[src/rtl/i2c_slave_tx_ctrl.sv]
module i2c_slave_tx_ctrl (
  input  logic       clk,
  input  logic       rst_n,
  input  logic       reg_we,
  input  logic [1:0] reg_addr,
  input  logic [7:0] reg_wdata,
  output logic [7:0] reg_rdata,
  output logic       irq,
  input  logic       tmr_tick,
  output logic       rate_tick,
  input  logic       scl_i,
  input  logic       sda_i,
  output logic       scl_oe,
  output logic       sda_oe
);
  localparam logic [7:0] ST_NONE = 8'hF8;
  localparam logic [7:0] ST_BERR = 8'h00;
  localparam logic [7:0] ST_SLAR = 8'hA8;
  localparam logic [7:0] ST_DACK = 8'hB8;
  localparam logic [7:0] ST_DNAK = 8'hC0;
  localparam logic [7:0] ST_LAST = 8'hC8;

  typedef enum logic [2:0] {S_IDLE, S_ADDR, S_AACK, S_TX, S_TACK, S_ERR} st_t;

  st_t        st;
  logic [1:0] scl_s, sda_s;
  logic       scl_q, sda_q;
  logic [2:0] rate;
  logic       si, sto, en, aa;
  logic [6:0] own;
  logic [7:0] dreg, sh, code;
  logic [3:0] bcnt;
  logic       ackd;
  logic [8:0] cnt, half;

  logic scl_now, sda_now, scl_rise, scl_fall, start_c, stop_c;
  logic ctl_wr, si_clr, cnt_hit, bus_err;

  assign scl_now  = scl_s[1];
  assign sda_now  = sda_s[1];
  assign scl_rise = scl_now & ~scl_q;
  assign scl_fall = ~scl_now & scl_q;
  assign start_c  = scl_now & scl_q & sda_q & ~sda_now;
  assign stop_c   = scl_now & scl_q & ~sda_q & sda_now;

  assign ctl_wr = reg_we && reg_addr == 2'd0;
  assign si_clr = ctl_wr && !reg_wdata[3] && si;

  always_comb begin
    case (rate)
      3'd0:    half = 9'd128;
      3'd1:    half = 9'd112;
      3'd2:    half = 9'd96;
      3'd3:    half = 9'd80;
      3'd5:    half = 9'd480;
      3'd6:    half = 9'd60;
      3'd7:    half = 9'd30;
      default: half = 9'd0;
    endcase
  end

  assign cnt_hit   = (cnt == half - 9'd1);
  assign rate_tick = en & ((rate == 3'd4) ? tmr_tick : cnt_hit);

  always_comb begin
    bus_err = 1'b0;
    if (en && (start_c || stop_c)) begin
      case (st)
        S_ADDR:                bus_err = stop_c || bcnt != 4'd0;
        S_AACK, S_TX, S_TACK:  bus_err = 1'b1;
        default:               bus_err = 1'b0;
      endcase
    end
  end

  always_ff @(posedge clk or negedge rst_n) begin
    if (!rst_n) begin
      st    <= S_IDLE;
      scl_s <= 2'b11;
      sda_s <= 2'b11;
      scl_q <= 1'b1;
      sda_q <= 1'b1;
      rate  <= '0;
      si    <= 1'b0;
      sto   <= 1'b0;
      en    <= 1'b0;
      aa    <= 1'b0;
      own   <= '0;
      dreg  <= '0;
      sh    <= '0;
      code  <= ST_NONE;
      bcnt  <= '0;
      ackd  <= 1'b0;
      cnt   <= '0;
    end else begin
      scl_s <= {scl_s[0], scl_i};
      sda_s <= {sda_s[0], sda_i};
      scl_q <= scl_now;
      sda_q <= sda_now;
      cnt   <= (ctl_wr || cnt_hit) ? 9'd0 : cnt + 9'd1;

      if (reg_we) begin
        case (reg_addr)
          2'd0: begin
            rate <= reg_wdata[2:0];
            sto  <= reg_wdata[4];
            en   <= reg_wdata[6];
            aa   <= reg_wdata[7];
            if (!reg_wdata[3]) si <= 1'b0;
          end
          2'd2:    dreg <= reg_wdata;
          2'd3:    own  <= reg_wdata[6:0];
          default: ;
        endcase
      end

      if (!en) begin
        st <= S_IDLE;
      end else if (sto && !si) begin
        st  <= S_IDLE;
        sto <= 1'b0;
      end else if (bus_err) begin
        st   <= S_ERR;
        si   <= 1'b1;
        code <= ST_BERR;
      end else begin
        case (st)
          S_IDLE: if (start_c) begin
            st   <= S_ADDR;
            bcnt <= '0;
          end
          S_ADDR: begin
            if (start_c) bcnt <= '0;
            else if (scl_rise) begin
              sh   <= {sh[6:0], sda_now};
              bcnt <= bcnt + 4'd1;
            end else if (scl_fall && bcnt == 4'd8)
              st <= (sh[7:1] == own && sh[0] && aa) ? S_AACK : S_IDLE;
          end
          S_AACK: if (scl_fall) begin
            st   <= S_TX;
            si   <= 1'b1;
            code <= ST_SLAR;
            bcnt <= '0;
          end
          S_TX: begin
            if (si_clr) sh <= dreg;
            else if (scl_fall) begin
              sh <= {sh[6:0], 1'b1};
              if (bcnt == 4'd7) st <= S_TACK;
              else bcnt <= bcnt + 4'd1;
            end
          end
          S_TACK: begin
            if (scl_rise) ackd <= ~sda_now;
            else if (scl_fall) begin
              si   <= 1'b1;
              code <= !ackd ? ST_DNAK : (aa ? ST_DACK : ST_LAST);
              st   <= (ackd && aa) ? S_TX : S_IDLE;
              bcnt <= '0;
            end
          end
          default: ;
        endcase
      end
    end
  end

  assign irq    = si;
  assign sda_oe = (st == S_AACK) | (st == S_TX & ~si & ~sh[7]);
  assign scl_oe = (st == S_TX) & si;

  always_comb begin
    case (reg_addr)
      2'd0:    reg_rdata = {aa, en, 1'b0, sto, si, rate};
      2'd1:    reg_rdata = si ? code : ST_NONE;
      2'd2:    reg_rdata = dreg;
      default: reg_rdata = {1'b0, own};
    endcase
  end

  a_r9_si_sw_clear: assert property (@(posedge clk) disable iff (!rst_n)
    $fell(si) |-> $past(reg_we && reg_addr == 2'd0 && !reg_wdata[3]));
  a_r8_sto_self_clear: assert property (@(posedge clk) disable iff (!rst_n)
    $fell(sto) |-> ($past(!si) || $past(reg_we && reg_addr == 2'd0)));
  a_r7_err_release: assert property (@(posedge clk) disable iff (!rst_n)
    (si && code == ST_BERR) |-> (!sda_oe && !scl_oe));
  a_r5_nack_release: assert property (@(posedge clk) disable iff (!rst_n)
    (si && code == ST_DNAK) |-> !sda_oe);
  a_r2_stretch_code: assert property (@(posedge clk) disable iff (!rst_n)
    $rose(scl_oe) |-> (code == ST_SLAR || code == ST_DACK));
  a_r11_off_quiet: assert property (@(posedge clk) disable iff (!rst_n)
    (!en && $past(!en)) |-> (!sda_oe && !scl_oe && !rate_tick));
endmodule

[config.mk]
export PLATFORM = sky130hd
export DESIGN_NAME = i2c_slave_tx_ctrl
export DESIGN_NICKNAME = d
export VERILOG_FILES = /design/src/rtl/i2c_slave_tx_ctrl.sv
export SDC_FILE = /design/constraint.sdc
export NUM_CORES = 1
export LEC_CHECK = 0
export ABC_AREA = 1
export BUFFER_PORTS_ARGS = -buffer_cell sky130_fd_sc_hd__buf_4
export CORE_UTILIZATION = 38
export CTS_CLUSTER_DIAMETER = 120
export DETAILED_ROUTE_END_ITERATION = 10
export HOLD_SLACK_MARGIN = 0.12
export PLACE_DENSITY_LB_ADDON = 0.2
export RECOVER_POWER = 25
export SLEW_MARGIN = 10
export SYNTH_ARGS = -nofsm -noshare
export SYNTH_HDL_FRONTEND = slang
export SYNTH_SLANG_ARGS = --single-unit
export TNS_END_PERCENT = 30
[constraint.sdc]
create_clock -name clk -period 1.95 [get_ports clk]
set_input_delay 0.0975 -clock clk [delete_from_list [all_inputs] [get_ports clk]]
set_output_delay 0.0975 -clock clk [all_outputs]
set_load 0.01 [all_outputs]
==> impl_metrics.yaml <==
yosys:
  syn_nets: 453
  synth_area_leaders: "dfrtp_1, nand2_1, dfstp_2, o21ai_0, inv_1"
  syn_avg_cell_area_sq_um: 7.45
  synth_cell_type_count: 33
  syn_inst: 433
  synth-main-ff-cell: "dfrtp_1"
  syn_area_sq_mm: 0.00323
  netlist.area_leader.share_pct: 36.5
  yosysTopAreaCell: "dfrtp_1"
  yosysWarnings: 0
  ys_top_cells_by_count: "nand2_1, inv_1, dfrtp_1"
  yosysMostFrequentCell: "nand2_1"
  yosys_register_bits: 58
  async_flop_share_pct: 100
  ys_seq_area_share_pct: 45.4
  synth_edf_count: 0
global_routing:
  grt_pass1_vias: 2791
  track_usage_pct: 20.3
  grt_max_degree: 59
  grt_pass1_wl_um: 13500
  grt-ovfl-total: 0
  antenna_found_initial: 0
route:
  drtAntennaViolNets: 0
  drc: 0
  viasPerCell: 4.94
  via_count: 2928
  first_pass_iters: 4
  totalWireLength_um: 7900
  wire_per_inst_um: 13.3
  drtIter0Drc: 160
place:
  io_buffers: 27
  dp_hpwl_um: 5830
  gp_congestion: 0.872
  placed_cells: 563
  dp_slack_ns: 0.108
cells_and_area:
  nets: 503
  fillCellCount: 855
  n_antenna_cell: 0
  layout-drive-gt1-share_pct: 18.0
  fin_cells: 593
  area_delta_synth_final_pct: 21.4
clock_tree:
  htree_num_levels: 3
  cts_sinks: 58
  cts_root_buf: "clkbuf_8"
  cts_tree: "done"
  insertion_delay_ns: 0.35
  cts_buffer_depth: 2
  path_clk_slew_ns: 0.07
  cts_buffers: 9
sta:
  fin_skew_ns: 0.0136
  hold_viol: 0
  finalCritPeriodShare_pct: 101
  tns_ns: -0.0190
  postLayoutSetupSlackWorst_ns: -0.0190
  min_period_ns: 1.97
  slew_headroom_pct: 3.53
  final_max_slew_viol_count: 0
  grt_setup_unrepaired: "true"
  setup_viol: 1
  fmax_mhz: 508
  tightest_slew_ns: 1.45
floorplan:
  initial_utilization_pct: 39.3
  core_area_sq_mm: 0.00822
  fp.dieH_um: 94.1
  io_pins: 28
  dieArea_sq_mm: 0.00886
  rows: 33
  fp.dieW_um: 94.1
worst_setup_path:
  worstSetupStartpointType: "flip-flop"
  critPathKind: "reg -> out"
  timing.rr.start: "rate[1]"
  startpoint: "rate[1]"
  critPathCaptureType: "output pin"
  cp.arrival_ns: 1.87
  worstPathRequired_ns: 1.85
  path_max_fanout: 4
  ff2ff_setup_slack_ns: 0.22
outcome:
  run_status: "finished, violations left"
  violations: "negative setup slack"
power:
  max-vdd-ir-drop_v: 0.000422
  power_uw: 3860
  power_density_mw_per_mm2: 987
  p_leak_uw: 0.00190
run:
  cap_viol_max_count: 0
min_path:
  hold_path_class: "in -> reg"
  worstHoldStart: "reg_we"
-- per-stage QoR --
step	area [sq um]	utilization (%)	hold slack [ns]
5_1_grt	3920	47.7	0.295
2_1_floorplan	3230	-	-0.198
3_3_place_gp	3560	43.3	0.207
6_report	3920	47.7	0.245
3_5_place_dp	3560	43.3	0.208
4_1_cts	3920	47.7	0.254
-- per-layer routing --
layer	global-route usage [%]	share of wire (%)	routed length, um
met3	3.24	5.5	434
met1	28.9	49	3890
met2	30.5	44	3440
met5	0	0	0
met4	8.08	1.7	136
-- area by class of cell --
class	count	area [sq um]	share of cell area, %
clock inverters	7	78.8	2.01
flip-flops and latches	58	1470	37.4
well taps	105	131	3.35
clock buffers	9	124	3.16
multi-input cells	311	1540	39.3
repair buffers	46	363	9.27
inverters	57	214	5.46
-- cell usage in the layout (no fill, tap or decap), types with 3 or more instances in the layout --
| cell type | synthesis | routed |
|---|---|---|
| a21oi_1 | 6 | 5 |
| nand4_1 | 6 | 6 |
| dlygate4sd3_1 | 0 | 11 |
| clkbuf_8 | 0 | 9 |
| inv_1 | 52 | 51 |
| ha_1 | 4 | 3 |
| nor3_1 | 4 | 3 |
| o21ai_0 | 46 | 46 |
| o21ai_1 | 9 | 9 |
| dfstp_2 | 11 | 10 |
| nand3_1 | 20 | 18 |
| inv_2 | 5 | 6 |
| nor2_1 | 38 | 40 |
| xnor2_1 | 3 | 3 |
| buf_4 | 1 | 30 |
| nand2_2 | 3 | 5 |
| dfrtp_1 | 47 | 47 |
| o21ai_2 | 3 | 3 |
| clkinvlp_4 | 0 | 3 |
| xor2_1 | 6 | 6 |
| o211ai_1 | 4 | 4 |
| nand3_2 | 2 | 4 |
| nand2_1 | 137 | 135 |
| nor2_2 | 6 | 4 |
-- kinds of logic (layout without fill, tap and decap cells) --
kind of cell             Yosys count  after routing  synth area share (%)
AND/OR/NAND/NOR                  222            222                  29.6
AO/OA/AOI/OAI                     76             76                  13.1
buffers and inverters             64            119                  7.87
flip-flops                        58             58                  45.4
XOR/XNOR                           9              9                  2.44
adder cells (fa/ha/maj)            4              4                  1.55
-- path summary, 6_finish.rpt --
check                       endpoint  depth (start not counted)
min                               en                          4
min reg2reg                 sda_s[1]                          0
min in group asynchronous     own[3]                          2
max reg2reg                   cnt[4]                         10
max in group asynchronous         aa                          2
max                        rate_tick                          9
-- sequential cells by signal, summed over array words and instances, names as in the netlist, 2 cells and up --
signal and count:
cnt 9, dreg 8, sh 8, own 7
code 5, bcnt 4, rate 3, st 3
scl_s 2, sda_s 2
-- worst max-delay path, stage by stage (launching register included) --
cell     delay, ns
dfrtp_1       0.44
nand3_2       0.10
inv_2         0.05
ha_4          0.26
or2_4         0.11
nand3_2       0.05
nor3_2        0.09
nand3_1       0.13
a21oi_2       0.15
buf_4         0.13
-- what timing repair did --
| item | in CTS | in global routing |
|---|---|---|
| pin swaps | 4 | 1 |
| resized for setup | 7 | 2 |
| endpoints found under the setup margin | 1 | 1 |
| buffers inserted | 2 | 1 |
| hold endpoints to repair | 69 | 0 |
| gates cloned | 0 | 0 |
| hold buffers | 11 | 0 |
-- where the power goes --
part | switching [uW] | internal, uW | leakage (uW)
registers | 206 | 1440 | 0.000715
clock network | 540 | 597 | 0.0000921
logic | 647 | 435 | 0.00110
total | 1390 | 2470 | 0.00190
Note: power is estimated with default switching activity, not from simulation.
